--- src/rtl/sbp_pkg.sv ---
package sbp_pkg;
  localparam int ADDR_W = 8;
  localparam int DATA_W = 8;
  localparam int CNT_W  = DATA_W - 1;
  localparam int BIT_W  = $clog2(DATA_W);
  localparam int DEPTH  = 1 << ADDR_W;
  localparam int SYNC_STAGES = 2;

  typedef enum logic [1:0] {
    PH_ADDR = 2'd0,
    PH_CMD  = 2'd1,
    PH_DATA = 2'd2
  } phase_e;
endpackage

--- src/rtl/sbp_sync.sv ---
module sbp_sync #(
  parameter int          W      = 1,
  parameter int          STAGES = 2,
  parameter logic [W-1:0] RV    = '0
) (
  input  logic         clk,
  input  logic         rst_n,
  input  logic [W-1:0] d,
  output logic [W-1:0] q
);
  logic [W-1:0] stage_q [STAGES];

  for (genvar s = 0; s < STAGES; s++) begin : g_stage
    if (s == 0) begin : g_first
      always_ff @(posedge clk or negedge rst_n) begin
        if (!rst_n) stage_q[s] <= RV;
        else        stage_q[s] <= d;
      end
    end else begin : g_rest
      always_ff @(posedge clk or negedge rst_n) begin
        if (!rst_n) stage_q[s] <= RV;
        else        stage_q[s] <= stage_q[s-1];
      end
    end
  end

  assign q = stage_q[STAGES-1];
endmodule

--- src/rtl/sbp_regfile.sv ---
module sbp_regfile
  import sbp_pkg::*;
(
  input  logic              clk,
  input  logic              we,
  input  logic [ADDR_W-1:0] waddr,
  input  logic [DATA_W-1:0] wdata,
  input  logic [ADDR_W-1:0] raddr_a,
  output logic [DATA_W-1:0] rdata_a,
  input  logic [ADDR_W-1:0] raddr_b,
  output logic [DATA_W-1:0] rdata_b
);
  logic [DATA_W-1:0] mem_q [DEPTH];

  always_ff @(posedge clk) begin
    if (we) mem_q[waddr] <= wdata;
  end

  assign rdata_a = mem_q[raddr_a];
  assign rdata_b = mem_q[raddr_b];
endmodule

--- src/rtl/sbp_ctrl.sv ---
module sbp_ctrl
  import sbp_pkg::*;
(
  input  logic              clk,
  input  logic              rst_n,
  input  logic              rise,
  input  logic              act,
  input  logic              sdi,
  input  logic              msb_first,
  input  logic [DATA_W-1:0] rd_data,
  output logic [ADDR_W-1:0] rd_addr,
  output logic              wr_en,
  output logic [ADDR_W-1:0] wr_addr,
  output logic [DATA_W-1:0] wr_data,
  output logic              sdo,
  output phase_e            phase,
  output logic [CNT_W-1:0]  count,
  output logic              is_write
);
  localparam logic [BIT_W-1:0] LAST_BIT = BIT_W'(DATA_W - 1);

  phase_e            ph_q, ph_n;
  logic [BIT_W-1:0]  bit_q, bit_n;
  logic [DATA_W-1:0] sh_q, sh_n, tx_q, tx_n, rx_next;
  logic [ADDR_W-1:0] addr_q, addr_n, addr_step;
  logic [CNT_W-1:0]  cnt_q, cnt_n, cmd_cnt;
  logic              wr_q, wr_n, sdo_q, sdo_n, last_bit;

  assign rx_next   = msb_first ? {sh_q[DATA_W-2:0], sdi} : {sdi, sh_q[DATA_W-1:1]};
  assign addr_step = msb_first ? addr_q - 1'b1 : addr_q + 1'b1;
  assign last_bit  = (bit_q == LAST_BIT);
  assign cmd_cnt   = (rx_next[CNT_W-1:0] == '0) ? CNT_W'(1) : rx_next[CNT_W-1:0];
  assign rd_addr   = (ph_q == PH_DATA) ? addr_step : addr_q;

  always_comb begin
    ph_n   = ph_q;
    bit_n  = bit_q;
    sh_n   = sh_q;
    tx_n   = tx_q;
    addr_n = addr_q;
    cnt_n  = cnt_q;
    wr_n   = wr_q;
    sdo_n  = sdo_q;
    if (!act) begin
      ph_n  = PH_ADDR;
      bit_n = '0;
      sdo_n = 1'b0;
    end else if (rise) begin
      bit_n = bit_q + 1'b1;
      sh_n  = rx_next;
      sdo_n = 1'b0;
      unique case (ph_q)
        PH_ADDR: begin
          if (last_bit) begin
            addr_n = rx_next;
            ph_n   = PH_CMD;
          end
        end
        PH_CMD: begin
          if (last_bit) begin
            wr_n  = rx_next[DATA_W-1];
            cnt_n = cmd_cnt;
            tx_n  = rd_data;
            ph_n  = PH_DATA;
          end
        end
        PH_DATA: begin
          if (!wr_q) sdo_n = msb_first ? tx_q[LAST_BIT - bit_q] : tx_q[bit_q];
          if (last_bit) begin
            addr_n = addr_step;
            cnt_n  = cnt_q - 1'b1;
            tx_n   = rd_data;
            if (cnt_q == CNT_W'(1)) ph_n = PH_ADDR;
          end
        end
        default: ph_n = PH_ADDR;
      endcase
    end
  end

  always_ff @(posedge clk or negedge rst_n) begin
    if (!rst_n) begin
      ph_q   <= PH_ADDR;
      bit_q  <= '0;
      sh_q   <= '0;
      tx_q   <= '0;
      addr_q <= '0;
      cnt_q  <= '0;
      wr_q   <= 1'b0;
      sdo_q  <= 1'b0;
    end else begin
      ph_q   <= ph_n;
      bit_q  <= bit_n;
      sh_q   <= sh_n;
      tx_q   <= tx_n;
      addr_q <= addr_n;
      cnt_q  <= cnt_n;
      wr_q   <= wr_n;
      sdo_q  <= sdo_n;
    end
  end

  assign wr_en    = act && rise && (ph_q == PH_DATA) && wr_q && last_bit;
  assign wr_addr  = addr_q;
  assign wr_data  = rx_next;
  assign sdo      = sdo_q;
  assign phase    = ph_q;
  assign count    = cnt_q;
  assign is_write = wr_q;
endmodule

--- src/rtl/serial_burst_port.sv ---
module serial_burst_port
  import sbp_pkg::*;
(
  input  logic              clk,
  input  logic              rst_n,
  input  logic              spi_en,
  input  logic              msb_first,
  input  logic              cs_n,
  input  logic              sck,
  input  logic              sdi,
  output logic              sdo,
  input  logic [ADDR_W-1:0] dbg_addr,
  output logic [DATA_W-1:0] dbg_data
);
  logic [1:0]        rst_q;
  logic              rst_i;
  logic [2:0]        sync_q;
  logic              sck_prev_q, rise, act;
  logic [ADDR_W-1:0] rd_addr, wr_addr;
  logic [DATA_W-1:0] rd_data, wr_data;
  logic              wr_en;
  phase_e            phase;
  logic [CNT_W-1:0]  count;
  logic              is_write;

  always_ff @(posedge clk or negedge rst_n) begin
    if (!rst_n) rst_q <= 2'b00;
    else        rst_q <= {rst_q[0], 1'b1};
  end
  assign rst_i = rst_q[1];

  sbp_sync #(.W(3), .STAGES(SYNC_STAGES), .RV(3'b010)) sync_i (
    .clk  (clk),
    .rst_n(rst_i),
    .d    ({spi_en, cs_n, sck}),
    .q    (sync_q)
  );

  always_ff @(posedge clk or negedge rst_i) begin
    if (!rst_i) sck_prev_q <= 1'b0;
    else        sck_prev_q <= sync_q[0];
  end

  assign rise = sync_q[0] & ~sck_prev_q;
  assign act  = sync_q[2] & ~sync_q[1];

  sbp_ctrl ctrl_i (
    .clk      (clk),
    .rst_n    (rst_i),
    .rise     (rise),
    .act      (act),
    .sdi      (sdi),
    .msb_first(msb_first),
    .rd_data  (rd_data),
    .rd_addr  (rd_addr),
    .wr_en    (wr_en),
    .wr_addr  (wr_addr),
    .wr_data  (wr_data),
    .sdo      (sdo),
    .phase    (phase),
    .count    (count),
    .is_write (is_write)
  );

  sbp_regfile regs_i (
    .clk    (clk),
    .we     (wr_en),
    .waddr  (wr_addr),
    .wdata  (wr_data),
    .raddr_a(rd_addr),
    .rdata_a(rd_data),
    .raddr_b(dbg_addr),
    .rdata_b(dbg_data)
  );
endmodule

--- config.mk ---
export PLATFORM = sky130hd
export DESIGN_NAME = serial_burst_port
export DESIGN_NICKNAME = d
export VERILOG_FILES = /design/src/rtl/sbp_pkg.sv /design/src/rtl/sbp_sync.sv /design/src/rtl/sbp_regfile.sv /design/src/rtl/sbp_ctrl.sv /design/src/rtl/serial_burst_port.sv
export SDC_FILE = /design/constraint.sdc
export NUM_CORES = 2
export LEC_CHECK = 0
export ABC_CLOCK_PERIOD_IN_PS = 6300
export CORE_MARGIN = 3
export CORE_UTILIZATION = 65
export DETAILED_ROUTE_END_ITERATION = 12
export HOLD_SLACK_MARGIN = 0.06
export PLACE_DENSITY = 0.82
export RECOVER_POWER = 50
export SYNTH_ARGS = -nofsm -noshare
export SYNTH_HDL_FRONTEND = slang
export SYNTH_SLANG_ARGS = --single-unit
--- constraint.sdc ---
create_clock -name clk -period 6.3 [get_ports clk]
set_input_delay 0.63 -clock clk [delete_from_list [all_inputs] [get_ports clk]]
set_output_delay 0.63 -clock clk [all_outputs]
set_load 0.03 [all_outputs]
==> metrics.md <==
| Metric | Value |
|---|---|
| CP max stage cell | `mux2_1` |
| Clock Skew | `0.0394 ns` |
| Syn avg cell area | `20.0 sq um` |
| Final period util | `0.876` |
| Crit end category | `register` |
| Layout Nets | `4,979` |
| Failing checks | `capacitance limit, slew limit` |
| Max-Cap Viols | `14` |
| Vias in the first global route | `57,500` |
| CTS tree | `yes` |
| Hold crit path type | `reg2reg` |
| Worst path top cell family by delay | `buffers and inverters` |
| Clock insertion delay at the later pin of the skew report | `0.86 ns` |
| Leakage power | `32.9 nW` |
| Post-Syn Nets | `4,960` |
| Final Max Slew Viols | `1,070` |
| CP Data Arrival Time | `5.95 ns` |
| Final Non-Filler Cells | `7,153` |
| Drt initial violations | `11,100` |
| Die area | `156,000 sq um` |
| Crit Path Max Fanout | `100` |
| Die W | `395 microns` |
| I/O pin count | `24` |
| Largest net degree at the start of global routing | `164` |
| Vias per std cell | `8.20` |
| Fin worst setup slack | `0.783 ns` |
| CP peak stage delay | `2.23 ns` |
| Switching Share | `0.246` |
| Pwr dens | `296 nW/um^2` |
| Share of cells above drive strength 1 | `0.335` |
| Site Rows | `142` |
| Clock share of power | `0.377` |
| Synth area leaders | `edfxtp_1 63%, mux4_2 27%, nor2_1 1.4%, mux2i_1 1.3%, dfrtp_1 1.1%` |
| Final RePlAce weighted congestion | `0.997` |
| Int Pwr | `24.1 mW` |
| Synthesis-stage register bit count | `2,095` |
| Clock Tree Buf Depth | `3` |
| Setup WS pre-CTS | `0.989 ns` |
| Die height | `395 microns` |
| Max Fclk | `0.181 GHz` |
| Grt total ovfl | `0` |
| Worst Path Buf+Inv | `3` |
| Post-CTS Setup Bufs | `0` |
| Core Footprint | `150,000 sq um` |
| RSZ-0062 raised after global routing | `no` |
| Port bufs | `23` |
| CTS Sinks | `2,095` |
| Worst R2R Setup Slack | `0.97 ns` |
| Worst vdd ir | `0.000363 V` |
| DRT Pass-1 Iters | `8` |
| Post-synth top cells | `2,048 x edfxtp_1, 1,186 x mux4_2, 354 x nor2_1` |
| Placed Instances | `6,757` |
| Total GRT Usage | `0.392` |
| Cell taking the most area after synthesis | `edfxtp_1` |
| Setup TNS | `0 ns` |
| Slew @ Worst Pin | `3.27 ns` |
| # setup viols final | `0` |
| Routed via count | `58,700` |
| Crit-path cells | `dlygate4sd3_1 -> clkbuf_1 -> mux2_1 -> clkbuf_4` |
| Reg power frac | `0.521` |
| Clock-pin slew on the worst setup and hold paths | `0.06 ns` |
| Rel. slew slack | `-1.18` |
| Count leader, synth | `edfxtp_1` |
| Post-synth EDFFs | `2,048` |
| YS warnings | `0` |
| Mapped Cells | `4,930` |
| Minimum clock period | `5.52 ns` |
| Critical Path Start Type | `primary input` |
| Post-synth top area share | `0.625` |
| Final Hold Vio Count | `0` |
| Starting Density | `0.655` |
| DR DRC count | `0` |
| Antenna violations before repair | `21` |
| Synth unique cells | `72` |
| Htree depth | `4` |
| Dominant synthesized flop cell | `edfxtp_1` |
| Sequential cell area fraction in the yosys report | `0.637` |
| Drt wl/cell | `42.0 microns` |
| CTS buffer count | `205` |
| Outcome | `finished, violations left` |
| Final WL | `300,000 microns` |
| Required time of the worst setup path | `6.74 ns` |
| WS Path Type | `in2reg` |
| Synthesized area | `98,400 sq um` |
| Combinational share of power | `0.102` |
| Ys async rst share | `0.0224` |
| First-pass GRT wire length | `431,000 microns` |
| Clock root buffer | `clkbuf_16` |
| Area grow syn2layout | `9.72%` |
| HPWL after DPL | `189,000 microns` |
| Antenna viol nets, final | `0` |
| Sw power | `7.86 mW` |
[logic make-up after synthesis]
logic type,after synthesis,share of synthesized area
DFF,2095,0.637
buffers and inverters,411,0.0192
adders and majority gates,15,0.00198
and+or+nand+nor,799,0.0341
other,1,0.0000381
xor gates and xnor gates,5,0.000522
muxes,1344,0.288
AOI/OAI and AO/OA,260,0.0191
[routing by layer]
| metal | vias up | track usage | wire length (microns) |
|---|---|---|---|
| met1 | 30100 | 0.522 | 94900 |
| met3 | 1046 | 0.166 | 51300 |
| met4 | 10 | 0.188 | 18000 |
| met2 | 6196 | 0.568 | 136000 |
| li1 | 21300 | - | - |
| met5 | - | 0 | 79 |
[repair_timing]
item / CTS / global route
setup endpoints to repair: 0 / 0
hold buffers: 1 / 0
endpoints found under the hold margin: 2 / 0
resized for setup: 0 / 0
[per-stage QoR]
step           hold slack (ns)  instance area, sq um  power [mW]   util
3_3_place_gp             0.339                101000        19.9  0.676
5_1_grt                  0.358                108000        32.6  0.719
3_5_place_dp             0.342                101000        20.0  0.676
2_1_floorplan            0.331                 98400        18.8      -
4_1_cts                  0.228                108000        31.8  0.719
6_report                 0.355                108000        31.9  0.719
[power groups by stage]
| stage | Sequential (mW) | Combinational [mW] | Clock [mW] |
|---|---|---|---|
| floorplan | 17.0 | 1.79 | 0 |
| global placement | 16.8 | 3.04 | 0 |
| detailed placement | 16.8 | 3.15 | 0 |
| CTS | 16.5 | 3.18 | 12.0 |
| global route | 16.6 | 3.37 | 12.6 |
| finish | 16.6 | 3.27 | 12.0 |
[cell type report]
cell class                 count  area, sq um
sequential                  2095        62700
fill                        8322        42200
multi-input combinational   2424        34000
clock buffer                 252         5340
tap                         2016         2520
timing repair buffer         209         2150
clock inverter               126         1140
inverter                      14         90.1
antenna                       17         42.5
[layout by cell type (no fill, tap or decap), drive strengths merged, types with 26 or more instances in the layout]
cell type	instances
edfxtp	2048
mux4	1186
nor2	354
clkbuf	268
nand2	250
buf	175
mux2i	131
nand3	109
clkinv	102
dfrtp	45
a21oi	41
o21ai	28
mux2	27
o22ai	26
[sequential cells by signal, indices dropped and copies added, names as in the netlist, 2 cells and up]
name	count
ctrl_i.bit_q	3
ctrl_i.count	7
ctrl_i.phase	2
ctrl_i.sh_q	8
ctrl_i.tx_q	8
ctrl_i.wr_addr	8
regs_i.mem_q	2048
rst_q	2
sync_i.q	3
sync_i.stage_q	3
[worst paths after layout]
path / start / endpoint / cells past startpoint
min in group asynchronous: rst_n / rst_q[0] / 2
max in group asynchronous: rst_q[1] / ctrl_i.tx_q[2] / 1
setup reg to reg: ctrl_i.bit_q[0] / regs_i.mem_q[183][7] / 8
hold reg to reg: sync_i.stage_q[5] / sync_i.q[2] / 0
hold / removal: sync_i.stage_q[5] / sync_i.q[2] / 0
setup / recovery: msb_first / regs_i.mem_q[104][1] / 4
(Power assumes the default switching activity.)
